<file path="src/rtl/lfsr_pwm_pkg.sv">
package lfsr_pwm_pkg;
  localparam int unsigned MAX_W = 64;
  typedef logic [MAX_W-1:0] word_t;

  // XOR of the state bits selected by the tap mask
  function automatic logic tap_parity(input word_t st, input word_t taps);
    return ^(st & taps);
  endfunction
endpackage

</file>
<file path="src/rtl/tap_mask_regs.sv">
module tap_mask_regs #(
  parameter int unsigned CNT_WIDTH = 16,
  parameter int unsigned MASK_W    = 32
) (
  input  logic                 clk,
  input  logic                 rst,
  input  logic                 en,
  input  logic                 swap,
  input  logic                 mask_wr,
  input  logic [MASK_W-1:0]    mask_wdata,
  output logic [CNT_WIDTH-1:0] act_o
);
  logic [MASK_W-1:0]    buf_q;
  logic [CNT_WIDTH-1:0] buf_low;
  logic [CNT_WIDTH-1:0] act_q;

  generate
    if (MASK_W >= CNT_WIDTH) begin : g_slice
      assign buf_low = buf_q[CNT_WIDTH-1:0];
    end else begin : g_pad
      assign buf_low = {{(CNT_WIDTH-MASK_W){1'b0}}, buf_q};
    end
  endgenerate

  always_ff @(posedge clk) begin
    if (rst) begin
      buf_q <= '1;
      act_q <= '0;
    end else begin
      if (mask_wr) buf_q <= mask_wdata;
      if (swap && en) act_q <= buf_low;
    end
  end

  assign act_o = act_q;


  mask_rst_chk: assert property (@(posedge clk)
    rst |=> (buf_q == '1 && act_q == '0));

  mask_swap_chk: assert property (@(posedge clk) disable iff (rst)
    (swap && en) |=> act_q == $past(buf_low));

  mask_hold_chk: assert property (@(posedge clk) disable iff (rst)
    !(swap && en) |=> $stable(act_q));
endmodule

</file>
<file path="src/rtl/lfsr_core.sv">
module lfsr_core #(
  parameter int unsigned CNT_WIDTH = 16
) (
  input  logic                 clk,
  input  logic                 rst,
  input  logic                 en,
  input  logic [CNT_WIDTH-1:0] taps,
  output logic [CNT_WIDTH-1:0] state_o,
  output logic [CNT_WIDTH-1:0] state_d_o
);
  import lfsr_pwm_pkg::*;

  logic [CNT_WIDTH-1:0] state_q;
  logic [CNT_WIDTH-1:0] shifted;
  logic                 fb;

  always_comb begin
    fb      = tap_parity(word_t'(state_q), word_t'(taps));
    shifted = {fb, state_q[CNT_WIDTH-1:1]};
    if (!en)
      state_d_o = state_q;
    else if (shifted == '0)
      state_d_o = '1;
    else
      state_d_o = shifted;
  end

  always_ff @(posedge clk) begin
    if (rst) state_q <= '1;
    else     state_q <= state_d_o;
  end

  assign state_o = state_q;


  state_nz_chk: assert property (@(posedge clk) disable iff (rst)
    state_q != '0);

  state_hold_chk: assert property (@(posedge clk) disable iff (rst)
    !en |=> $stable(state_q));

  state_shift_chk: assert property (@(posedge clk) disable iff (rst)
    en |=> (state_q[CNT_WIDTH-2:0] == $past(state_q[CNT_WIDTH-1:1])) || (state_q == '1));

  state_fb_chk: assert property (@(posedge clk) disable iff (rst)
    en |=> (state_q[CNT_WIDTH-1] == ^($past(state_q & taps))) || (state_q == '1));
endmodule

</file>
<file path="src/rtl/pwm_cmp.sv">
module pwm_cmp #(
  parameter int unsigned CNT_WIDTH = 16
) (
  input  logic                 clk,
  input  logic                 rst,
  input  logic                 cmp_wr,
  input  logic [CNT_WIDTH-1:0] cmp_wdata,
  input  logic [CNT_WIDTH-1:0] state_d_i,
  input  logic [CNT_WIDTH-1:0] state_q_i,
  output logic                 pwm_o
);
  logic [CNT_WIDTH-1:0] cmp_q;
  logic [CNT_WIDTH-1:0] cmp_d;
  logic                 pwm_q;

  assign cmp_d = cmp_wr ? cmp_wdata : cmp_q;

  always_ff @(posedge clk) begin
    if (rst) begin
      cmp_q <= '0;
      pwm_q <= 1'b0;
    end else begin
      cmp_q <= cmp_d;
      pwm_q <= (state_d_i < cmp_d);
    end
  end

  assign pwm_o = pwm_q;


  pwm_match_chk: assert property (@(posedge clk) disable iff (rst)
    pwm_q == (state_q_i < cmp_q));
endmodule

</file>
<file path="src/rtl/lfsr_pwm.sv">
module lfsr_pwm #(
  parameter int unsigned CNT_WIDTH = 16,
  parameter int unsigned MASK_W    = 32
) (
  input  logic                 clk,
  input  logic                 rst,
  input  logic                 en,
  input  logic                 mask_wr,
  input  logic [MASK_W-1:0]    mask_wdata,
  input  logic                 cmp_wr,
  input  logic [CNT_WIDTH-1:0] cmp_wdata,
  input  logic                 swap,
  output logic [CNT_WIDTH-1:0] state_o,
  output logic                 pwm_o
);
  logic [CNT_WIDTH-1:0] act_taps;
  logic [CNT_WIDTH-1:0] state_q;
  logic [CNT_WIDTH-1:0] state_d;

  tap_mask_regs #(.CNT_WIDTH(CNT_WIDTH), .MASK_W(MASK_W)) masks_i (
    .clk(clk), .rst(rst), .en(en), .swap(swap),
    .mask_wr(mask_wr), .mask_wdata(mask_wdata), .act_o(act_taps)
  );

  lfsr_core #(.CNT_WIDTH(CNT_WIDTH)) core_i (
    .clk(clk), .rst(rst), .en(en), .taps(act_taps),
    .state_o(state_q), .state_d_o(state_d)
  );

  pwm_cmp #(.CNT_WIDTH(CNT_WIDTH)) cmp_i (
    .clk(clk), .rst(rst), .cmp_wr(cmp_wr), .cmp_wdata(cmp_wdata),
    .state_d_i(state_d), .state_q_i(state_q), .pwm_o(pwm_o)
  );

  assign state_o = state_q;
endmodule

</file>
<file path="config.mk">
export PLATFORM = sky130hd
export DESIGN_NAME = lfsr_pwm
export DESIGN_NICKNAME = d
export VERILOG_FILES = /design/src/rtl/lfsr_pwm_pkg.sv /design/src/rtl/tap_mask_regs.sv /design/src/rtl/lfsr_core.sv /design/src/rtl/pwm_cmp.sv /design/src/rtl/lfsr_pwm.sv
export SDC_FILE = /design/constraint.sdc
export NUM_CORES = 1
export LEC_CHECK = 0
export BUFFER_PORTS_ARGS = -buffer_cell sky130_fd_sc_hd__buf_2
export CAP_MARGIN = 20
export CORE_ASPECT_RATIO = 0.8
export CORE_MARGIN = 8
export CORE_UTILIZATION = 30
export CTS_CLUSTER_DIAMETER = 40
export DETAILED_ROUTE_END_ITERATION = 8
export GPL_TIMING_DRIVEN = 1
export HOLD_SLACK_MARGIN = 0.06
export PLACE_DENSITY = 0.46
export SLEW_MARGIN = 40
export SYNTH_ARGS = -nofsm -noshare
export SYNTH_HDL_FRONTEND = slang
export SYNTH_SLANG_ARGS = --single-unit
</file>
<file path="constraint.sdc">
create_clock -name clk -period 5.7 [get_ports clk]
set_input_delay 0.285 -clock clk [delete_from_list [all_inputs] [get_ports clk]]
set_output_delay 0.285 -clock clk [all_outputs]
set_load 0.02 [all_outputs]
</file>
Word-level counts from Yosys, hierarchy flattened

Index checks and enable logic that the tools add are counted.

Reduce and logical (&&, ||, !) cells: 3
Mux-type cells: 3
Bitwise operators: 1
$lt $le $gt $ge: 1

Operators with widths:

| operator            | number |
|---|---|
| $reduce_xor A64 Y1  | 1 |
| $mux W16            | 3 |
| $and A16 B16 Y16    | 1 |
| $logic_not A16 Y1   | 1 |
| $lt A16 B16 Y1      | 1 |
| $logic_and A1 B1 Y1 | 1 |

Flip-flop bits (word level): 65
Input port bits: 54
Logic and storage cells: 13
Output and inout bits: 17

Depth between registers and ports, before layout

Gate-level depths: netlist of run 1.

Word-level depth: 6
Mapped depth: 14

Hierarchy

Synthesis of run 1 repeated with hierarchy kept, for this count alone.

Cells, all modules: 343
Area, all modules: 3,185.6 µm²

Modules (own cells, without submodules):

| module        | area each (µm²) | seq. area each (µm²) | times used | cells an instance |
|---|---|---|---|---|
| tap_mask_regs | 1,273.7         | 640.6                | 1          | 124 |
| lfsr_core     | 997.2           | 320.3                | 1          | 128 |
| pwm_cmp       | 914.6           | 340.3                | 1          | 91 |

Worst setup path before layout of run 1

OpenSTA, ideal clock, no wires.

Kind: register to register
Start: reg core_i.state_q[14], in the netlist core_i.state_o[14]
End: reg cmp_i.pwm_q, in the netlist cmp_i.pwm_o
Stages on the path, launching flop included: 15
Setup time: 59 ps
Path slack: 2,864 ps
Data required time: 5,641 ps
Data arrival time: 2,778 ps
Cells stage by stage: dfxtp_1 > nand2_1 > xnor2_2 > xnor2_1 > xnor2_1 > xnor2_2 > buf_6 > o21ai_1 > ha_1 > a21oi_1 > o21ai_0 > a21o_1 > a211o_1 > o211ai_1 > o211a_1

Cells in the longest elaborated chain, start to end: 6

RTL lines:

| element                | RTL line          | RTL |
|---|---|---|
| from (decl)            | lfsr_core.sv:13   | `logic [CNT_WIDTH-1:0] state_q;` |
| from (signal assigned) | lfsr_core.sv:30   | `else state_q <= state_d_o;` |
| $and A16 B16 Y16       | lfsr_pwm_pkg.sv:7 | `return ^(st & taps);` |
| $reduce_xor A64 Y1     | lfsr_pwm_pkg.sv:7 |  |
| $logic_not A16 Y1 (*)  | lfsr_core.sv:22   | `else if (shifted == '0)` |
| $mux W16 (*)           | lfsr_core.sv:22   |  |
| $mux W16 (*)           | lfsr_core.sv:20   | `if (!en)` |
| net cmp_i.state_d_i[9] | pwm_cmp.sv:8      | `input logic [CNT_WIDTH-1:0] state_d_i,` |
| $lt A16 B16 Y1 (*)     | pwm_cmp.sv:24     | `pwm_q <= (state_d_i < cmp_d);` |
| to (signal assigned)   | pwm_cmp.sv:24     |  |
| to (decl)              | pwm_cmp.sv:14     | `logic pwm_q;` |

Mark *: on every way through the listed nets, which the timed path passes. The rest lies on a longest branch.
A chain may end at the register's enable or synchronous reset.

Worst setup path after layout of run 1

Start: reg core_i.state_q[3], in the netlist core_i.state_o[3]
End: reg cmp_i.pwm_q, in the netlist cmp_i.pwm_o

Same word-level chain as after synthesis.

==> results of run 1 <==
-- registers in the layout, summed over array words and instances, names as in the netlist --
| name | flops |
|---|---|
| cmp_i.cmp_q | 16 |
| masks_i.act_o | 16 |
| cmp_i.pwm_o | 1 |
| masks_i.buf_q | 16 |
| core_i.state_o | 16 |
-- cell families after synthesis --
| family | after synthesis |
|---|---|
| and+or+nand+nor | 121 |
| AOI/OAI and AO/OA | 91 |
| DFF | 65 |
| muxes | 31 |
| buffers and inverters | 27 |
| xor gates and xnor gates | 15 |
| adders and majority gates | 15 |
-- worst max-delay path: cells and delay by family (launching register included) --
| kind | cells | cell delay [ns] |
|---|---|---|
| AOI/OAI and AO/OA | 3 | 0.62 |
| adders and majority gates | 1 | 0.15 |
| DFF | 1 | 0.39 |
| and+or+nand+nor | 6 | 2.26 |
-- path summary, 6_finish.rpt --
path / startpoint / end / depth (start not counted)
worst max-delay path: core_i.state_o[3] / cmp_i.pwm_o / 10
worst min-delay path: mask_wdata[8] / masks_i.buf_q[8] / 2
worst max register to register: core_i.state_o[3] / cmp_i.pwm_o / 10
worst min register to register: masks_i.buf_q[5] / masks_i.act_o[5] / 2
-- power groups by stage --
| stage | logic (uW) | clock network [uW] | registers (uW) |
|---|---|---|---|
| floorplan | 251 | 0 | 529 |
| global placement | 294 | 0 | 525 |
| detailed placement | 297 | 0 | 525 |
| CTS | 300 | 516 | 515 |
| global route | 332 | 535 | 519 |
| finish | 298 | 497 | 515 |
-- metrics by stage --
step / util / instances / total power [uW] / setup WS (ns) / cell area (sq um)
2_1_floorplan: - / 365 / 779.9 / 2.864 / 3227
3_3_place_gp: 0.3333 / 537 / 818.7 / 2.103 / 3558
3_5_place_dp: 0.3337 / 537 / 822.3 / 2.115 / 3563
4_1_cts: 0.3584 / 551 / 1331 / 2.108 / 3827
5_1_grt: 0.3584 / 551 / 1386 / 1.695 / 3827
6_report: 0.3584 / 551 / 1310 / 2.164 / 3827
-- per-layer routing --
layer	global-route usage	vias up	wire, microns
li1	-	1375	-
met1	0.1427	1209	3986
met2	0.1723	43	3270
met3	0.03729	6	340
met4	0.03434	0	72
met5	0	-	0
-- cells in the mapped netlist, drive strengths merged, types with 2 or more instances --
library cell,instances
a211o,17
a21o,2
a21oi,34
buf,9
clkbuf,18
dfxtp,65
ha,15
mux2i,30
nand2,52
nand2b,2
nand3,2
nand4,2
nor2,34
nor2b,17
nor3,4
nor4,3
o21a,2
o21ai,16
o32ai,15
xnor2,12
xor2,3
-- area by class of cell --
cell class	count	area [sq um]	share of cell area
Sequential cell	65	1301	0.3400
Clock buffer	14	264.0	0.06898
Timing Repair Buffer	55	280.3	0.07323
Multi-Input combinational cell	273	1802	0.4707
Tap cell	144	180.2	0.04707
==> flow_summary_export.csv, run 1 <==
group,metric,value,unit
global_routing,grt_pass1_wl,12990,microns
finish,final_cell_mix,"dfxtp_1, buf_2, nand2_1, a21oi_1, nor2_1",
global_routing,grt_overflow,0,
synth,synth_ff_type,"dfxtp_1",
worst_setup_path,criticalPathCategory,"reg -> reg",
global_routing,grt_usage,0.1106,
global_routing,grt_pass1_vias,2641,
timing,skew,0.006379,ns
timing,min_period_over_period,0.6204,
outcome,outcome,"finished clean",
synth,synth-compound-area-share,0.1873,
die,ios,71,
detailed_routing,viasPerCell,4.779,
synth,synth_simple_gate_area_frac,0.1679,
finish,syn_to_final_growth,18.61,%
power,switching_share,0.3018,
timing,fin_tns_setup,0,ns
power,vdd_drop_max,0.1378,mV
synth,synth_top_cell_area_share,0.4033,
synth,yosys.area_share.adder,0.05816,
die,coreArea,0.01068,sq mm
die,rows,34,
die,die_h,108.8,microns
synth,synth_top_family_by_area,"compound AO/OA/AOI/OAI gates",
synth,ys_seq_area_frac,0.4033,
synth,yosys_register_bits,65,
worst_setup_path,path_cells,"nor4_1 -> and4_1 -> nand2_1 -> o21ai_1 -> ha_1 -> nand4_1 -> nor3_1 -> o311ai_0 -> and3_1 -> o211a_1",
run,maxCapViolCount,0,
synth,async_reset_ff_frac,0,
clocking,clkSinkCount,65,
synth,avgSynthCellArea,8.841,sq um
detailed_routing,num_vias,2633,
synth,syn_area,0.003227,sq mm
detailed_routing,postRouteAntennaNets,0,
worst_setup_path,crit_slowest_cell,"and4_1",
clocking,post_cts_buffers,0,
finish,drive_above_1_share,0.1818,
detailed_routing,routed_wl,7668,microns
finish,num-fill-cells,1104,
timing,fmax,0.2828,GHz
power,intPower,914.5,uW
placement,dpl.hpwl,5483,microns
synth,synth_edf_count,0,
timing,hold_viol,0,
detailed_routing,drt-initial-drc-count,136,
detailed_routing,avgRoutedWirePerCell,13.92,microns
die,initial_core_util,0.3022,
power,cellLeakagePower,0.001516,uW
worst_setup_path,critical-path-max-stage-delay,0.74,ns
placement,port_buffers,54,
worst_setup_path,r2r_slack,2.16,ns
worst_setup_path,crit_path_start_kind,"flip-flop",
worst_setup_path,path_max_fanout,19,
worst_setup_path,cp.arrival,3.75,ns
power,power.switching,395.3,uW
hold_path,hold_path.class,"in -> reg",
synth,yosysTopAreaCell,"dfxtp_1",
clocking,clk_pin_slew,0.05,ns
detailed_routing,drc,0,
clocking,cts-buffers-inserted,9,
synth,synthCells,365,
timing,setup_viol,0,
power,p_per_area,342.2,mW/mm^2
clocking,clockBufferDepth,2,
die,die-area,0.01435,sq mm
global_routing,antenna_found_initial,0,
timing,rsz0062_at_grt,"no",
detailed_routing,firstDrtPassIters,4,
clocking,htree_levels,3,
finish,layout.nets,473,
synth,syn_nets,434,
worst_setup_path,required,5.92,ns
placement,place_congestion,0.7299,
synth,synth.area.top_cells,"dfxtp_1, mux2i_1, ha_1",
power,p_seq_frac,0.393,
timing,worst_slew_pin_slew,0.7443,ns
synth,synth-xor-area-share,0.04769,
global_routing,grt_max_degree,53,
timing,drv_slew,0,
synth,ys.warnings.count,0,
clocking,cts_hold_buf,0,
clocking,cts_tree,"built",
synth,synthDistinctLibCells,37,
synth,synthMuxAreaShare,0.09655,
timing,period_needed,3.536,ns
die,die_w,132.0,microns
clocking,cts_root_buf,"clkbuf_16",
clocking,clkLatencyLatePin,0.32,ns
power,power_frac_clock,0.379,
timing,slew_headroom,0.5038,
finish,diodes,0,
clocking,cts_resized,0,
finish,final_common_cell,"dfxtp_1",
timing,whs,0.1662,ns
worst_setup_path,end_kind,"flip-flop",
power,power_frac_comb,0.228,
(Power assumes the default switching activity.)
==> run 2, diff against run 1 <==
ABC_AREA = 1   (was default)
PLACE_DENSITY = 0.48   (was 0.46)
clock period = 2.9 ns   (was 5.7 ns; I/O delays follow)
==> run 2 against run 1 <==
Sequential power up 89%. Global-route usage up 0.88 points. Critical path type unchanged. Largest power group is now the clock network. Register-to-register slack worse by 1.9 ns.
==> flow_summary_export.csv, run 2 <==
group,metric,value,unit
hold_path,holdPathStages,3,
clocking,clockBufferDepth,2,
die,coreArea,0.01032,sq mm
timing,period_needed,2.601,ns
synth,yosysTopAreaCell,"dfxtp_1",
timing,setup_viol,0,
worst_setup_path,crit_path_start_kind,"flip-flop",
timing,drv_slew,0,
global_routing,grt_usage,0.1194,
worst_setup_path,cp.arrival,2.87,ns
synth,ys.warnings.count,0,
clocking,cts_tree,"built",
die,die_h,108.4,microns
global_routing,use_met3,0.03475,
global_routing,grt_pass1_wl,13720,microns
placement,port_buffers,54,
detailed_routing,drc,0,
timing,fin_tns_setup,0,ns
global_routing,antenna_found_initial,0,
global_routing,grt_pass1_vias,2897,
synth,syn_area,0.003199,sq mm
clocking,cts-buffers-inserted,9,
synth,ys_top_cells_by_count,"nand2_1, dfxtp_1, nor2_1, inv_1, o21ai_0",
die,rows,33,
placement,dp_cells,649,
synth,yosys_register_bits,65,
placement,dpl-instance-area,0.003612,sq mm
finish,final_common_cell,"nand2_1",
outcome,outcome,"finished clean",
worst_setup_path,ff2ff_path_depth,19,
hold_path,hold_path.class,"in -> reg",
clocking,clk_pin_slew,0.05,ns
finish,final_cell_mix,"nand2_1, dfxtp_1, nor2_1, buf_2, inv_1",
synth,synthCells,468,
global_routing,grt_overflow,0,
global_routing,met2_usage,0.1845,
synth,synthDistinctLibCells,23,
synth,synth_edf_count,0,
worst_setup_path,required,3.17,ns
finish,final_cells,683,
worst_setup_path,end_kind,"flip-flop",
synth,syn_nets,537,
finish,postLayoutCoreUtil,0.3992,
synth,synth_ff_type,"dfxtp_1",
finish,multi_input_area,0.001644,sq mm
global_routing,grt_max_degree,29,
placement,place_congestion,0.7287,
global_routing,top_usage_layer,"met2",
clocking,clkLatencyLatePin,0.33,ns
finish,num-fill-cells,1108,
detailed_routing,postRouteAntennaNets,0,
die,die-area,0.01425,sq mm
power,power,2434,uW
run,maxCapViolCount,0,
timing,fmax,0.3844,GHz
clocking,clkSinkCount,65,
detailed_routing,firstDrtPassIters,4,
die,die_w,131.5,microns
detailed_routing,avgRoutedWirePerCell,11.83,microns
timing,skew,0.006706,ns
synth,synth.most_common_cell,"nand2_1",
detailed_routing,num_vias,2932,
die,initial_core_util,0.3099,
die,ios,71,
finish,drive_above_1_share,0.1823,
synth,ys_seq_area_frac,0.4067,
power,cellLeakagePower,0.002041,uW
synth,async_reset_ff_frac,0,
detailed_routing,drt-initial-drc-count,164,
timing,slew_headroom,0.5722,
synth,synth.area.top_cells,"dfxtp_1, nand2_1, nor2_1",
synth,avgSynthCellArea,6.836,sq um
finish,syn_to_final_growth,28.78,%
finish,final_area,0.004120,sq mm
detailed_routing,viasPerCell,4.293,
power,vdd_drop_max,0.3704,mV
finish,layout.nets,608,
detailed_routing,routed_wl,8080,microns
power,p_per_area,590.7,mW/mm^2
worst_setup_path,path_max_fanout,6,
clocking,cts_root_buf,"clkbuf_16",
clocking,htree_levels,3,
timing,hold_viol,0,
timing,min_period_over_period,0.8971,
finish,diodes,0,
placement,dpl.hpwl,6325,microns
global_routing,grt_util_met1,0.1543,
synth,synth_top_cell_area_share,0.4067,
timing,rsz0062_at_grt,"no",
finish,seq_area,0.001304,sq mm
worst_setup_path,criticalPathCategory,"reg -> reg",
timing,worst_slew_pin_slew,0.6410,ns
[run 2: cell count changes after synthesis, sizes merged, moves of 6 or more]
cell   delta
nor2b    -17
a211o    -17
nor2     +23
xnor2    -12
nand2   +118
o32ai    -15
inv      +48
mux2i    -15
a21oi    -27
nand3    +27
o21ai    +17
buf       -6
[run 2: layout make-up]
| class | count | share of cell area |
|---|---|---|
| inverter | 49 | 0.04464 |
| sequential | 65 | 0.3164 |
| tap | 140 | 0.04251 |
| multi-input combinational | 336 | 0.3990 |
| clock buffer | 10 | 0.05557 |
| timing repair buffer | 78 | 0.1221 |
| clock inverter | 5 | 0.01974 |
[run 2: cell families after synthesis]
group,synth area share
and+or+nand+nor,0.3387
AOI/OAI and AO/OA,0.06961
muxes,0.04693
adders and majority gates,0.05866
DFF,0.4067
buffers and inverters,0.07939
[run 2: where the power goes]
| group | switching, uW | internal [uW] |
|---|---|---|
| clock network | 384 | 747 |
| registers | 28.3 | 945 |
| logic | 196 | 133 |
[run 2: path summary, 6_finish.rpt]
path | to | from | slack [ns]
max | cmp_i.pwm_o | core_i.state_o[8] | 0.30
min | cmp_i.cmp_q[7] | cmp_wdata[7] | 0.09
max reg2reg | cmp_i.pwm_o | core_i.state_o[8] | 0.30
min reg2reg | masks_i.buf_q[15] | masks_i.buf_q[15] | 0.45
[run 2: what timing repair did]
action	CTS	global route
hold endpoints to repair	16	0
setup endpoints to repair	0	1
resized for setup	0	2
hold buffers	16	0
buffers inserted	0	3
[run 2: per-stage QoR]
| step | setup WS [ns] | hold WS, ns |
|---|---|---|
| floorplan | 0.3587 | 0.2671 |
| global route | 0.01420 | 0.09554 |
| CTS | 0.2154 | 0.07988 |
| detailed placement | 0.2310 | 0.3617 |
| finish | 0.2986 | 0.08738 |
| global placement | 0.2866 | 0.3554 |
[run 2: layer usage]
layer | share of wire | vias to the layer above
met1 | 0.52 | 1262
met5 | 0 | -
met2 | 0.43 | 55
met3 | 0.044 | 9
li1 | - | 1606
met4 | 0.015 | 0
[run 2: worst max-delay path, cell delays in order, from the launching register on]
cell and delay, ns:
dfxtp_1 0.40, nand2_1 0.13, inv_2 0.07, nand2_1 0.05, nand2_1 0.08, nand2_1 0.05
nand2_1 0.09, nand2_1 0.06, nand2_1 0.07, nand2_2 0.08, nand3_4 0.10, buf_4 0.17
nand3_1 0.07, o21ai_0 0.11, inv_1 0.07, ha_1 0.31, a21oi_1 0.14, a21oi_1 0.09
a2111o_1 0.31, a21oi_2 0.10
